## src/rtl/vfs_pkg.sv

```systemverilog
package vfs_pkg;

  typedef enum logic {
    TM_60 = 1'b0,
    TM_50 = 1'b1
  } tmode_e;

  localparam int unsigned RATE_60  = 60;
  localparam int unsigned RATE_50  = 50;
  localparam int unsigned LINES_60 = 263;
  localparam int unsigned LINES_50 = 313;
  localparam int unsigned VBL_60   = 240;
  localparam int unsigned VBL_50   = 256;
  localparam int unsigned AUD_60   = 23;
  localparam int unsigned AUD_50   = 22;

  localparam int unsigned LINES_MAX = (LINES_60 > LINES_50) ? LINES_60 : LINES_50;
  localparam int unsigned AUD_MAX   = (AUD_60 > AUD_50) ? AUD_60 : AUD_50;
  localparam int unsigned LINE_W    = $clog2(LINES_MAX);
  localparam int unsigned AUD_W     = $clog2(AUD_MAX + 1);

  function automatic int unsigned lines_of(tmode_e m);
    return (m == TM_50) ? LINES_50 : LINES_60;
  endfunction

  function automatic int unsigned vbl_of(tmode_e m);
    return (m == TM_50) ? VBL_50 : VBL_60;
  endfunction

  function automatic int unsigned aud_of(tmode_e m);
    return (m == TM_50) ? AUD_50 : AUD_60;
  endfunction

endpackage

```

## src/rtl/vfs_rst_sync.sv

```systemverilog
module vfs_rst_sync #(
  parameter int unsigned STAGES = 2
) (
  input  logic clk,
  input  logic rst_n,
  output logic srst_n
);
  logic [STAGES-1:0] sync_q;

  always_ff @(posedge clk or negedge rst_n) begin
    if (!rst_n) sync_q <= '0;
    else        sync_q <= {sync_q[STAGES-2:0], 1'b1};
  end

  assign srst_n = sync_q[STAGES-1];
endmodule

```

## src/rtl/vfs_line_div.sv

```systemverilog
module vfs_line_div
  import vfs_pkg::*;
#(
  parameter int unsigned CLK_HZ = 33868800
) (
  input  logic   clk,
  input  logic   rst_n,
  input  tmode_e mode,
  output logic   tick
);
  localparam int unsigned DIV_60  = CLK_HZ / (RATE_60 * LINES_60);
  localparam int unsigned DIV_50  = CLK_HZ / (RATE_50 * LINES_50);
  localparam int unsigned DIV_MAX = (DIV_60 > DIV_50) ? DIV_60 : DIV_50;
  localparam int unsigned CNT_W   = $clog2(DIV_MAX + 1);
  localparam logic [CNT_W-1:0] LAST_60 = CNT_W'(DIV_60 - 1);
  localparam logic [CNT_W-1:0] LAST_50 = CNT_W'(DIV_50 - 1);

  logic [CNT_W-1:0] cnt_q, cnt_d;
  logic             tick_q, tick_d;
  logic [CNT_W-1:0] last;

  always_comb begin
    last   = (mode == TM_50) ? LAST_50 : LAST_60;
    cnt_d  = cnt_q + CNT_W'(1);
    tick_d = 1'b0;
    if (cnt_q >= last) begin
      cnt_d  = '0;
      tick_d = 1'b1;
    end
  end

  always_ff @(posedge clk or negedge rst_n) begin
    if (!rst_n) begin
      cnt_q  <= '0;
      tick_q <= 1'b0;
    end else begin
      cnt_q  <= cnt_d;
      tick_q <= tick_d;
    end
  end

  assign tick = tick_q;
endmodule

```

## src/rtl/vfs_line_ctr.sv

```systemverilog
module vfs_line_ctr
  import vfs_pkg::*;
(
  input  logic              clk,
  input  logic              rst_n,
  input  logic              tick,
  input  tmode_e            mode_req,
  output logic [LINE_W-1:0] line_num,
  output logic              vblank,
  output logic              vsync_irq,
  output tmode_e            act_mode
);
  logic [LINE_W-1:0] line_q, line_d, line_inc, last_line, vbl_line;
  logic              vbl_q, vbl_d;
  logic              vs_q, vs_d;
  tmode_e            mode_q, mode_d;

  always_comb begin
    last_line = LINE_W'(lines_of(mode_q));
    vbl_line  = LINE_W'(vbl_of(mode_q));
    line_inc  = line_q + LINE_W'(1);
    line_d    = line_q;
    vbl_d     = vbl_q;
    vs_d      = 1'b0;
    mode_d    = mode_q;
    if (tick) begin
      if (line_inc == last_line) begin
        line_d = '0;
        vbl_d  = 1'b0;
        vs_d   = 1'b1;
        mode_d = mode_req;
      end else begin
        line_d = line_inc;
        if (line_inc == vbl_line) vbl_d = 1'b1;
      end
    end
  end

  always_ff @(posedge clk or negedge rst_n) begin
    if (!rst_n) begin
      line_q <= '0;
      vbl_q  <= 1'b0;
      vs_q   <= 1'b0;
      mode_q <= TM_60;
    end else begin
      line_q <= line_d;
      vbl_q  <= vbl_d;
      vs_q   <= vs_d;
      mode_q <= mode_d;
    end
  end

  assign line_num  = line_q;
  assign vblank    = vbl_q;
  assign vsync_irq = vs_q;
  assign act_mode  = mode_q;
endmodule

```

## src/rtl/vfs_audio_ctr.sv

```systemverilog
module vfs_audio_ctr
  import vfs_pkg::*;
(
  input  logic   clk,
  input  logic   rst_n,
  input  logic   tick,
  input  tmode_e mode,
  output logic   strobe
);
  logic [AUD_W-1:0] acnt_q, acnt_d, acnt_inc, interval;
  logic             stb_q, stb_d;

  always_comb begin
    interval = AUD_W'(aud_of(mode));
    acnt_inc = acnt_q + AUD_W'(1);
    acnt_d   = acnt_q;
    stb_d    = 1'b0;
    if (tick) begin
      if (acnt_inc >= interval) begin
        acnt_d = '0;
        stb_d  = 1'b1;
      end else begin
        acnt_d = acnt_inc;
      end
    end
  end

  always_ff @(posedge clk or negedge rst_n) begin
    if (!rst_n) begin
      acnt_q <= '0;
      stb_q  <= 1'b0;
    end else begin
      acnt_q <= acnt_d;
      stb_q  <= stb_d;
    end
  end

  assign strobe = stb_q;
endmodule

```

## src/rtl/video_frame_seq.sv

```systemverilog
module video_frame_seq
  import vfs_pkg::*;
#(
  parameter int unsigned CLK_HZ = 33868800
) (
  input  logic              clk,
  input  logic              rst_n,
  input  logic              mode_pal,
  output logic              line_tick,
  output logic [LINE_W-1:0] line_num,
  output logic              vblank,
  output logic              vsync_irq,
  output logic              audio_strobe
);
  logic   srst_n;
  logic   tick;
  tmode_e act_mode;
  tmode_e mode_req;

  assign mode_req = mode_pal ? TM_50 : TM_60;

  vfs_rst_sync #(.STAGES(2)) u_rst (
    .clk    (clk),
    .rst_n  (rst_n),
    .srst_n (srst_n)
  );

  vfs_line_div #(.CLK_HZ(CLK_HZ)) u_div (
    .clk   (clk),
    .rst_n (srst_n),
    .mode  (act_mode),
    .tick  (tick)
  );

  vfs_line_ctr u_line (
    .clk       (clk),
    .rst_n     (srst_n),
    .tick      (tick),
    .mode_req  (mode_req),
    .line_num  (line_num),
    .vblank    (vblank),
    .vsync_irq (vsync_irq),
    .act_mode  (act_mode)
  );

  vfs_audio_ctr u_aud (
    .clk    (clk),
    .rst_n  (srst_n),
    .tick   (tick),
    .mode   (act_mode),
    .strobe (audio_strobe)
  );

  assign line_tick = tick;
endmodule

```

## config.mk

```make
export PLATFORM = sky130hd
export DESIGN_NAME = video_frame_seq
export DESIGN_NICKNAME = d
export VERILOG_FILES = /design/src/rtl/vfs_pkg.sv /design/src/rtl/vfs_rst_sync.sv /design/src/rtl/vfs_line_div.sv /design/src/rtl/vfs_line_ctr.sv /design/src/rtl/vfs_audio_ctr.sv /design/src/rtl/video_frame_seq.sv
export SDC_FILE = /design/constraint.sdc
export NUM_CORES = 1
export LEC_CHECK = 0
export ABC_AREA = 1
export BUFFER_PORTS_ARGS = -buffer_cell sky130_fd_sc_hd__buf_2
export CAP_MARGIN = 20
export CORE_MARGIN = 10
export CORE_UTILIZATION = 44
export CTS_CLUSTER_DIAMETER = 80
export CTS_CLUSTER_SIZE = 40
export DETAILED_ROUTE_END_ITERATION = 10
export GPL_TIMING_DRIVEN = 0
export PLACE_DENSITY = 0.59
export RECOVER_POWER = 25
export SLEW_MARGIN = 10
export SYNTH_ARGS = -nofsm -noshare
export SYNTH_HDL_FRONTEND = slang
export SYNTH_HIERARCHICAL = 1
export SYNTH_SLANG_ARGS = --single-unit
```

## constraint.sdc

```tcl
create_clock -name clk -period 2.1 [get_ports clk]
set_clock_uncertainty 0.05 [all_clocks]
set_input_delay 0.105 -clock clk [delete_from_list [all_inputs] [get_ports clk]]
set_output_delay 0.105 -clock clk [all_outputs]
set_load 0.05 [all_outputs]
```

==> results of run 1 <==
[layer usage]
metal	GRT usage, %	vias up	routed length, µm
li1	-	922	-
met1	16.3	758	2140
met2	18.4	32	1830
met3	3.68	8	209
met4	4.85	0	63
met5	0	-	0
[placed cells by master, fill, tap and decap left out, types with 2 or more instances in the layout]
| cell | n |
|---|---|
| sky130_fd_sc_hd__buf_2 | 14 |
| sky130_fd_sc_hd__clkbuf_1 | 3 |
| sky130_fd_sc_hd__clkbuf_8 | 6 |
| sky130_fd_sc_hd__dfrtp_1 | 33 |
| sky130_fd_sc_hd__dlygate4sd3_1 | 2 |
| sky130_fd_sc_hd__ha_1 | 6 |
| sky130_fd_sc_hd__inv_1 | 30 |
| sky130_fd_sc_hd__nand2_1 | 83 |
| sky130_fd_sc_hd__nand2_2 | 19 |
| sky130_fd_sc_hd__nand3_1 | 23 |
| sky130_fd_sc_hd__nand3_2 | 3 |
| sky130_fd_sc_hd__nand4_1 | 4 |
| sky130_fd_sc_hd__nor2_1 | 35 |
| sky130_fd_sc_hd__nor2_2 | 6 |
| sky130_fd_sc_hd__nor2_4 | 7 |
| sky130_fd_sc_hd__o21ai_0 | 8 |
| sky130_fd_sc_hd__o21ai_1 | 3 |
| sky130_fd_sc_hd__o21bai_1 | 2 |
| sky130_fd_sc_hd__xor2_1 | 2 |
[cells by family after synthesis]
family	synth area share, %
compound gates	4.84
xor+xnor	1.27
fa+ha+maj	3.63
buf+inv	6.78
flops	40.0
other cells	0.181
simple gates	43.3
[layout make-up]
cell class | count | area (µm²)
Buffer | 2 | 15.0
Clock buffer | 7 | 86.3
Clock inverter | 1 | 30.0
Fill cell | 434 | 2100
Inverter | 33 | 125
Multi-Input combinational cell | 212 | 1100
Sequential cell | 33 | 826
Tap cell | 52 | 65.1
Timing Repair Buffer | 17 | 93.8
[power by group]
group,internal [W],switching (W)
sequential,0.000637,0.0000115
clock,0.000387,0.000247
combinational,0.00000348,0.00000178
[worst min-delay path by stage]
stage | end | slack (ps) | cells after the start
after floorplan | u_rst/sync_q[0]$_DFF_PN0_ | -240 | 0
after global placement | u_rst/sync_q[1]$_DFF_PN0_ | -160 | 1
after detailed placement | u_rst/sync_q[0]$_DFF_PN0_ | -160 | 1
after CTS | u_rst/sync_q[0]$_DFF_PN0_ | 60 | 2
after global routing | u_rst/sync_q[1]$_DFF_PN0_ | 90 | 2
final | u_rst/sync_q[0]$_DFF_PN0_ | 80 | 2
[per-stage QoR]
stage | hold slack (ps) | setup slack, ps
after global placement | -159 | 298
after detailed placement | -157 | 293
final | 76.6 | 259
after floorplan | -241 | 98.3
after global routing | 89.2 | 39.2
after CTS | 61.6 | 271
[repair_timing]
| item | 4_1_cts | 5_1_grt |
|---|---|---|
| buffers inserted | 0 | 0 |
| resized for setup | 0 | 0 |
| hold endpoints to repair | 3 | 0 |
| hold buffers | 2 | 0 |
[sequential cells by signal (all words and copies together) (netlist names)]
name              count
u_rst/sync_q          2
u_line/vblank         1
u_div/tick            1
u_aud/strobe          1
u_aud/acnt_q          5
u_line/vsync_irq      1
u_line/line_num       9
u_line/act_mode       1
u_div/cnt_q          12
==> summary.txt, run 1 <==
Yosys
  – Most frequent cell after synthesis: sky130_fd_sc_hd__nand2_1
  – Unique masters post-synth: 31
  – Post-synth top area share: 40.0%
  – EDFF count, synth: 0
  – Cell types with the highest counts after synthesis: sky130_fd_sc_hd__nand2_1, sky130_fd_sc_hd__nor2_1, sky130_fd_sc_hd__dfrtp_1
  – Async set or reset register ratio after synthesis: 100%
  – Sequential element share of the synthesized area: 40.0%
  – Total nets after synthesis: 289
  – Total of warnings raised by yosys: 6
  – Synthesized area per cell: 7.38 µm²
  – Cell accounting for the most synthesized area: sky130_fd_sc_hd__dfrtp_1
  – Most used flip-flop cell after synthesis: sky130_fd_sc_hd__dfrtp_1
  – Gate Count Post-Synth: 280
  – Post-Syn Area: 0.00207 mm²
  – Number of synthesized register bits: 33
  – Cells taking the most area after synthesis: sky130_fd_sc_hd__dfrtp_1, sky130_fd_sc_hd__nand2_1, sky130_fd_sc_hd__nor2_1

Global route
  – Wire length of the first global-routing pass: 7.57 mm
  – Maximum number of pins on one net before global-route repair: 32
  – GRT Overall Usage: 12.3%
  – Total gr overflow: 0
  – Number of antenna violations at the first check in global routing: 0
  – Vias in the first global route: 1656

CTS
  – Clock tree from TritonCTS: yes
  – H-tree levels: 2
  – Clock Root Buffer: sky130_fd_sc_hd__clkbuf_8
  – Later-pin clock latency in the skew report: 300 ps
  – Clock slew at the register clock pins of the worst setup and hold paths: 70 ps
  – Buffer depth of the longest clock path: 2
  – TritonCTS sink count: 33
  – Number of clock buffers inserted by TritonCTS: 5

Setup path
  – Top delay family on crit path: simple AND/OR/NAND/NOR gates
  – Launching element type of the critical path: flip-flop
  – Worst-path cell with the longest stage delay: sky130_fd_sc_hd__dfrtp_1
  – Stage delay of the slowest cell on the critical path: 420 ps
  – Crit path depth: 10
  – Req. time, crit path: 2210 ps
  – Worst reg2reg endpoint: u_line/line_num[3]$_DFFE_PN0P_
  – Critical path class: reg2reg
  – Critical-path cell list: ha_1 -> nand2_2 -> nor2_4 -> nand2_1 -> nand2_1 -> nand2_2 -> nor2_4 -> nand3_4 -> nand3_1 -> o21ai_0
  – Worst R2R Setup Slack: 260 ps
  – Worst-path fanout max: 8
  – Arrival @ worst endpoint: 1950 ps
  – Buffer and inverter count on the worst path: 0
  – CP Capture Point: u_line/line_num[3]$_DFFE_PN0P_
  – Worst R2R Start: u_line/line_num[1]$_DFFE_PN0P_
  – Count of cells along the worst register-to-register path: 10
  – Crit. End Element: flip-flop
  – Startpoint of the worst setup timing path: u_line/line_num[1]$_DFFE_PN0P_

Routing
  – Routed WL per cell: 11.9 µm
  – Total wirelength of the detailed-routed design: 4.24 mm
  – Vias: 1720
  – Iteration count of the initial detailed-routing pass: 4
  – Antenna viol nets, final: 0
  – Initial DRC Count: 114
  – DRC viols: 0
  – Vias per std cell: 4.82

Layout
  – Fraction of final layout cells with drive strength greater than 1: 20.3%
  – Ant diodes: 0
  – Post-route standard cell area excluding fillers: 0.00234 mm²
  – Final Net Count: 313
  – Final Util: 52.7%
  – Post-route insts no fill: 357
  – Post-synthesis to final-layout area growth: 13.3%

STA
  – Post-route clock period utilization: 87.7%
  – Slew at the pin closest to its max-slew limit: 1250 ps
  – Setup-failing EPs final: 0
  – Final hold viol count: 0
  – Crit path time final: 1840 ps
  – Highest Clock Rate: 543 MHz
  – Final-report max-slew violation count: 0
  – RSZ-0062 raised after global routing: false
  – Max_slew headroom: 16.5%
  – Accumulated negative setup slack: 0 ps

Power
  – Overall power after layout: 0.00129 W
  – Cell area power density: 550 mW/mm²
  – Worst IR drop on VDD: 285 µV
  – Leak: 1.23 nW

Die
  – Die Width: 88.5 µm
  – Core area: 0.00444 mm²
  – Die Height: 88.5 µm
  – Row count: 24
  – I/O pins: 16
  – Effective utilization at floorplan: 46.5%
  – Die Footprint: 0.00784 mm²

Place
  – Total cell area at the placement stage: 0.00221 mm²
  – IO Port Bufs: 15
  – Final weighted congestion of routability-driven global placement: 0.820
  – DPL Wire Length: 3.11 mm
  – Number of placed instances with taps included: 347

Run
  – # Max-Cap Violations: 0

Min path
  – Hold/Removal Path Class: in2async

Status
  – Outcome: complete, no violations
Power figures use the tool's default switching activity.
==> run 2, diff against run 1 <==
- BUFFER_PORTS_ARGS: -buffer_cell sky130_fd_sc_hd__buf_2 -> default
- DONT_BUFFER_PORTS: default -> 1
- PLACE_DENSITY: 0.59 -> 0.57
==> run 2 against run 1 <==
Compared with the run above: clock power is 26% lower; first-iteration DRC count fell by 40%; flip-flop and latch count is the same; critical endpoint is now u_line/act_mode$_DFFE_PN0P_.
==> summary.txt, run 2 (synthesis gave the netlist of run 1 again) <==
Layout
  – Fraction of final layout cells with drive strength greater than 1: 19.2% (-1.1 points)
  – Largest reg by FF count: u_div/cnt_q
  – Final Net Count: 299 (-4.5%)
  – Post-synthesis to final-layout area growth: 9.62%
  – Ant diodes: 0 (unchanged)
  – Max FFs per register: 12 (unchanged)
  – Highest-count cells in the layout ignoring fill and taps: sky130_fd_sc_hd__nand2_1, sky130_fd_sc_hd__nor2_1, sky130_fd_sc_hd__inv_1
  – Final Util: 51.0% (-1.7 points)
  – Most common cell after layout, fill and taps aside: sky130_fd_sc_hd__nand2_1

STA
  – Highest Clock Rate: 520 MHz (-4.2%)
  – Post-route clock period utilization: 91.5% (+3.8 points)
  – Final hold viol count: 0 (unchanged)
  – Slew at the pin closest to its max-slew limit: 1230 ps (-21.2 ps)
  – Accumulated negative setup slack: 0 ps (unchanged)
  – Final-report max-slew violation count: 0 (unchanged)
  – RSZ-0062 raised after global routing: false
  – Setup-failing EPs final: 0 (unchanged)
  – Crit path time final: 1920 ps (+80.4 ps)
  – Max_slew headroom: 17.9% (+1.4 points)
  – Final hold slack: 300 ps (+223 ps)
  – Fin worst setup slack: 178 ps (-80.4 ps)

Min path
  – Worst hold path stage count: 0
  – Hold Crit Start: u_rst/sync_q[0]$_DFF_PN0_
  – Hold/Removal Path Class: reg2reg
  – Hold worst-path end: u_rst/sync_q[1]$_DFF_PN0_

Setup path
  – Worst R2R Start: u_line/line_num[1]$_DFFE_PN0P_
  – Arrival @ worst endpoint: 2050 ps (+100 ps)
  – Worst-path fanout max: 8 (unchanged)
  – Worst R2R Setup Slack: 180 ps (-80 ps)
  – Critical path class: reg2reg
  – Worst reg2reg endpoint: u_line/act_mode$_DFFE_PN0P_
  – Crit. End Element: flip-flop
  – Count of cells along the worst register-to-register path: 10 (unchanged)
  – Req. time, crit path: 2230 ps (+20 ps)
  – Launching element type of the critical path: flip-flop

Die
  – Die Width: 88.5 µm (unchanged)
  – Effective utilization at floorplan: 46.5% (unchanged)
  – I/O pins: 16 (unchanged)
  – Die Height: 88.5 µm (unchanged)
  – Core area: 0.00444 mm² (unchanged)
  – Row count: 24 (unchanged)
  – Die Footprint: 0.00784 mm² (unchanged)

Place
  – Setup slack at placement: -152 ps (-445 ps)
  – DPL Wire Length: 3.12 mm (+0.41%)
  – Final weighted congestion of routability-driven global placement: 0.807 (-1.6%)
  – IO Port Bufs: 0 (-15)

CTS
  – Clock slew at the register clock pins of the worst setup and hold paths: 70 ps (about the same)
  – Clock Root Buffer: sky130_fd_sc_hd__clkbuf_8
  – Buffer depth of the longest clock path: 2 (unchanged)
  – Post-CTS Setup Repair Bufs: 0 (unchanged)
  – H-tree levels: 2 (unchanged)
  – Later-pin clock latency in the skew report: 290 ps (about the same)
  – Number of clock buffers inserted by TritonCTS: 5 (unchanged)
  – Clock tree from TritonCTS: yes
  – TritonCTS sink count: 33 (unchanged)

Global route
  – Vias in the first global route: 1579 (-4.6%)
  – Total gr overflow: 0 (unchanged)
  – GRT Overall Usage: 12.1% (-0.19 points)
  – Number of antenna violations at the first check in global routing: 0 (unchanged)
  – Maximum number of pins on one net before global-route repair: 32 (unchanged)
  – Wire length of the first global-routing pass: 7.48 mm (-1.2%)

Routing
  – Vias: 1700 (-1.2%)
  – Iteration count of the initial detailed-routing pass: 4 (unchanged)
  – Initial DRC Count: 68 (-40%)
  – DRC viols: 0 (unchanged)
  – Vias per std cell: 4.96 (+2.9%)
  – Total wirelength of the detailed-routed design: 4.25 mm (+0.14%)
  – Antenna viol nets, final: 0 (unchanged)
  – Routed WL per cell: 12.4 µm (+4.2%)

Power
  – Sequential Power Share: 57.7% (+7.4 points)
  – Fraction of power consumed by combinational cells: 0.5% (about the same)
  – Cell area power density: 496 mW/mm² (-9.9%)
  – P_int: 0.000870 W (-15%)
  – Leak: 1.14 nW (-7.5%)
  – Worst IR drop on VDD: 265 µV (-7.0%)
  – Clock group share of total power: 41.8% (-7.4 points)
  – Switching share of power: 22.5% (+2.3 points)
  – Sw Pwr: 0.000253 W (-3.1%)
  – Overall power after layout: 0.00112 W (-13%)

Status
  – Outcome: complete, no violations

Run
  – # Max-Cap Violations: 0 (unchanged)
-- run 2: cell types whose count changed in the layout (fill, tap and decap cells not counted), sizes merged --
cell and delta:
clkinv +2, dlygate4sd3 +1, clkbuf -2, bufinv -1, buf -14
-- run 2: metrics by stage --
step	cell area, µm²	instances
final	2270	343
after global placement	2130	332
after CTS	2250	343
after floorplan	2070	280
after detailed placement	2130	332
after global routing	2270	343
-- run 2: how the worst max path moves through the flow --
| stage | cells past startpoint | end | start |
|---|---|---|---|
| 2_1_floorplan | 10 | u_line/act_mode$_DFFE_PN0P_ | u_line/line_num[1]$_DFFE_PN0P_ |
| 3_3_place_gp | 10 | u_line/line_num[3]$_DFFE_PN0P_ | u_line/line_num[1]$_DFFE_PN0P_ |
| 3_5_place_dp | 10 | u_line/act_mode$_DFFE_PN0P_ | u_line/line_num[1]$_DFFE_PN0P_ |
| 4_1_cts | 10 | u_line/act_mode$_DFFE_PN0P_ | u_line/line_num[1]$_DFFE_PN0P_ |
| 5_1_grt | 9 | u_line/line_num[5]$_DFFE_PN0P_ | u_line/line_num[7]$_DFFE_PN0P_ |
| 6_report | 10 | u_line/act_mode$_DFFE_PN0P_ | u_line/line_num[1]$_DFFE_PN0P_ |
-- run 2: final cells by class --
cell class | instances | area [µm²]
Clock buffer | 6 | 72.6
Inverter | 33 | 125
Multi-Input combinational cell | 212 | 1110
Buffer | 2 | 15.0
Timing Repair Buffer | 3 | 30.0
Clock inverter | 2 | 10.0
Sequential cell | 33 | 835
Fill cell | 451 | 2180
Tap cell | 52 | 65.1
-- run 2: power groups by stage --
stage	combinational (W)	clock [W]	sequential (W)
after floorplan	0.000000156	0	0.000658
after global placement	0.000000156	0	0.000662
after detailed placement	0.000000156	0	0.000663
after CTS	0.00000518	0.000505	0.000650
after global routing	0.00000568	0.000523	0.000650
final	0.00000514	0.000470	0.000648
-- run 2: layer usage --
metal  share of wire [%]  track usage, %  vias to the layer above
li1                    -               -                      897
met1                  49            15.5                      774
met2                  45            18.6                       22
met3                 5.0            3.68                        7
met4                 1.6            4.99                        0
met5                   0               0                        -
-- run 2: what timing repair did --
| action | CTS | global route |
|---|---|---|
| endpoints found under the hold margin | 3 | 0 |
| endpoints found under the setup margin | 10 | 9 |
| resized for setup | 3 | 6 |
| hold buffers | 3 | 0 |
-- run 2: critical path: stages (launching register included) --
cell and delay, ps:
sky130_fd_sc_hd__dfrtp_2 580, sky130_fd_sc_hd__ha_4 220, sky130_fd_sc_hd__nand3_2 110, sky130_fd_sc_hd__nor2_1 120, sky130_fd_sc_hd__nand2_1 70, sky130_fd_sc_hd__nand2_2 130, sky130_fd_sc_hd__nand2_2 80, sky130_fd_sc_hd__nor2_4 100
sky130_fd_sc_hd__nand3_4 140, sky130_fd_sc_hd__o21ai_1 150, sky130_fd_sc_hd__nand2_1 60
==> run 3, diff against run 2 <==
- GPL_TIMING_DRIVEN: 0 -> default
- clock period: 2.1 -> 2 ns (I/O delays scaled with it)
==> run 3 against run 2 <==
Compared with the run above: critical path depth did not move; count of clock-buffer cells in the layout fell by 1; sequential power up 3.4%; fmax up 8.1%; highest routed layer unchanged; worst setup slack improved by 44 ps; register-to-register slack gained 40 ps; largest cell class unchanged; via count down 0.59%; non-clock buffer count rose by 11; global-route usage is 0.15 points higher; critical path type unchanged; final area increased by 2.8%; flip-flop and latch count unchanged.
==> summary.txt, run 3 (synthesis gave the netlist of run 1 again) <==
Status
  – Outcome: complete, no violations

CTS
  – Clock tree from TritonCTS: yes
  – Number of hold-repair buffers added at the cts stage: 3 (unchanged)
  – TritonCTS sink count: 33 (unchanged)
  – Number of clock buffers inserted by TritonCTS: 5 (unchanged)
  – Buffer depth of the longest clock path: 2 (unchanged)
  – H-tree levels: 2 (unchanged)
  – Clock slew at the register clock pins of the worst setup and hold paths: 70 ps (about the same)
  – Later-pin clock latency in the skew report: 290 ps (about the same)
  – Clock Root Buffer: sky130_fd_sc_hd__clkbuf_8
  – Post-CTS Setup Repair Bufs: 0 (unchanged)
  – Number of gates resized after cts: 0 (-3)

Setup path
  – Count of cells along the worst register-to-register path: 10 (unchanged)
  – Crit. End Element: flip-flop
  – Worst reg2reg endpoint: u_line/act_mode$_DFFE_PN0P_
  – Launching element type of the critical path: flip-flop
  – Worst R2R Setup Slack: 220 ps (+40 ps)
  – Worst R2R Start: u_line/line_num[1]$_DFFE_PN0P_
  – Stage delay of the slowest cell on the critical path: 400 ps (-180 ps)
  – Most used cell, CP: sky130_fd_sc_hd__nand2_1
  – Worst-path fanout max: 8 (unchanged)
  – Worst-path cell with the longest stage delay: sky130_fd_sc_hd__dfrtp_2
  – Arrival @ worst endpoint: 1900 ps (-150 ps)
  – Critical-path cell list: ha_1 -> nand2_2 -> nor2_4 -> nand2_1 -> nand2_1 -> nand2_2 -> nor2_4 -> nand3_4 -> o21ai_1 -> nand2_1
  – Req. time, crit path: 2130 ps (-100 ps)
  – Critical path class: reg2reg

STA
  – Final-report max-slew violation count: 0 (unchanged)
  – Final hold slack: 307 ps (+6.56 ps)
  – Max_slew headroom: 47.2% (+29 points)
  – Post-route clock period utilization: 88.9% (-2.6 points)
  – Highest Clock Rate: 563 MHz (+8.1%)
  – Crit path time final: 1780 ps (-144 ps)
  – Setup-failing EPs final: 0 (unchanged)
  – RSZ-0062 raised after global routing: false
  – Slew at the pin closest to its max-slew limit: 792 ps (-438 ps)
  – Final hold viol count: 0 (unchanged)
  – Accumulated negative setup slack: 0 ps (unchanged)

Layout
  – Fraction of final layout cells with drive strength greater than 1: 20.5% (+1.3 points)
  – Post-route standard cell area excluding fillers: 0.00233 mm² (+2.8%)
  – Number of filler cells placed in the layout: 432 (-4.2%)
  – Ant diodes: 0 (unchanged)
  – Max FFs per register: 12 (unchanged)
  – Final Net Count: 310 (+3.7%)
  – Largest reg by FF count: u_div/cnt_q
  – Most common cell after layout, fill and taps aside: sky130_fd_sc_hd__nand2_1
  – Post-synthesis to final-layout area growth: 12.7%
  – Highest-count cells in the layout ignoring fill and taps: sky130_fd_sc_hd__nand2_1, sky130_fd_sc_hd__nor2_1, sky130_fd_sc_hd__dfrtp_1

Min path
  – Worst hold path stage count: 0 (unchanged)
  – Hold Crit Start: u_rst/sync_q[0]$_DFF_PN0_
  – Hold/Removal Path Class: reg2reg
  – Hold worst-path end: u_rst/sync_q[1]$_DFF_PN0_

Die
  – Row count: 24 (unchanged)
  – I/O pins: 16 (unchanged)
  – Effective utilization at floorplan: 46.5% (unchanged)
  – Core area: 0.00444 mm² (unchanged)
  – Die Height: 88.5 µm (unchanged)
  – Die Width: 88.5 µm (unchanged)
  – Die Footprint: 0.00784 mm² (unchanged)

Power
  – Worst IR drop on VDD: 309 µV (+16%)
  – Leak: 1.21 nW (+6.2%)
  – Sequential Power Share: 56.5% (-1.2 points)
  – Switching share of power: 23.0% (+0.47 points)
  – Sw Pwr: 0.000272 W (+7.8%)
  – Overall power after layout: 0.00119 W (+5.6%)
  – Clock group share of total power: 42.0% (+0.2 points)
  – Fraction of power consumed by combinational cells: 1.5% (+1.0 points)
  – Cell area power density: 509 mW/mm² (+2.7%)
  – P_int: 0.000914 W (+5.0%)

Routing
  – Antenna viol nets, final: 0 (unchanged)
  – Routed WL per cell: 12.0 µm (-2.9%)
  – Iteration count of the initial detailed-routing pass: 5 (+1)
  – Vias per std cell: 4.77 (-3.7%)
  – Total wirelength of the detailed-routed design: 4.26 mm (+0.21%)
  – DRC viols: 0 (unchanged)
  – Vias: 1690 (-0.59%)
  – Initial DRC Count: 71 (+4.4%)

Place
  – Final weighted congestion of routability-driven global placement: 0.824 (+2.1%)
  – DPL Wire Length: 3.15 mm (+0.94%)
  – IO Port Bufs: 0 (unchanged)
  – Total cell area at the placement stage: 0.00222 mm² (+3.9%)

Global route
  – Number of antenna violations at the first check in global routing: 0 (unchanged)
  – Maximum number of pins on one net before global-route repair: 32 (unchanged)
  – Total gr overflow: 0 (unchanged)
  – GRT Overall Usage: 12.3% (+0.15 points)
  – Wire length of the first global-routing pass: 7.53 mm (+0.64%)
  – Vias in the first global route: 1568 (-0.70%)

Run
  – # Max-Cap Violations: 0 (unchanged)
run 3: cell types whose count changed in the layout (fill, tap and decap cells not counted), moves of 2 or more:
cell,change
sky130_fd_sc_hd__buf_4,+12
sky130_fd_sc_hd__dfrtp_2,-6
sky130_fd_sc_hd__clkbuf_1,-2
sky130_fd_sc_hd__dfrtp_1,+6
run 3: critical path, delay by kind of cell (launching register included):
family	cells	cell delay (ps)
adders and majority gates	1	250
AOI/OAI and AO/OA	1	160
and+or+nand+nor	8	790
DFF	1	400
run 3: layout make-up:
class	count	area, µm²	share of cell area [%]
tap	52	65.1	2.79
clock buffer	5	68.8	2.95
inverter	33	125	5.37
sequential	33	827	35.5
timing repair buffer	16	125	5.37
multi-input combinational	212	1100	47.3
clock inverter	3	17.5	0.752
run 3: how the worst max path moves through the flow:
stage                              startpoint                          end  cells past startpoint
3_3_place_gp   u_line/line_num[0]$_DFFE_PN0P_  u_line/act_mode$_DFFE_PN0P_                     10
6_report       u_line/line_num[1]$_DFFE_PN0P_  u_line/act_mode$_DFFE_PN0P_                     10
4_1_cts        u_line/line_num[1]$_DFFE_PN0P_  u_line/act_mode$_DFFE_PN0P_                     10
5_1_grt        u_line/line_num[1]$_DFFE_PN0P_  u_line/act_mode$_DFFE_PN0P_                     10
2_1_floorplan  u_line/line_num[0]$_DFFE_PN0P_  u_line/act_mode$_DFFE_PN0P_                     10
3_5_place_dp   u_line/line_num[1]$_DFFE_PN0P_  u_line/act_mode$_DFFE_PN0P_                     10
run 3: per-layer routing:
metal	track usage [%]	routed length (µm)	up-vias	part of all wire (%)
met4	4.11	60	0	1.4
met3	4.23	190	5	4.5
met1	17.0	2240	736	53
met5	0	0	-	0
met2	17.3	1760	32	41
li1	-	-	917	-
run 3: power by group through the flow:
stage                     registers (W)  clock network [W]    logic (W)
after global placement         0.000682                  0    0.0000147
after global routing           0.000669           0.000559    0.0000217
after floorplan                0.000691                  0  0.000000164
after detailed placement       0.000682                  0    0.0000148
final                          0.000670           0.000498    0.0000181
after CTS                      0.000669           0.000519    0.0000201
run 3: through the flow:
stage	setup slack, ps	utilization [%]	cells
floorplan	39.6	-	280
global placement	296	49.9	343
detailed placement	248	49.9	343
CTS	230	52.5	354
global route	32.2	52.4	354
finish	222	52.4	354
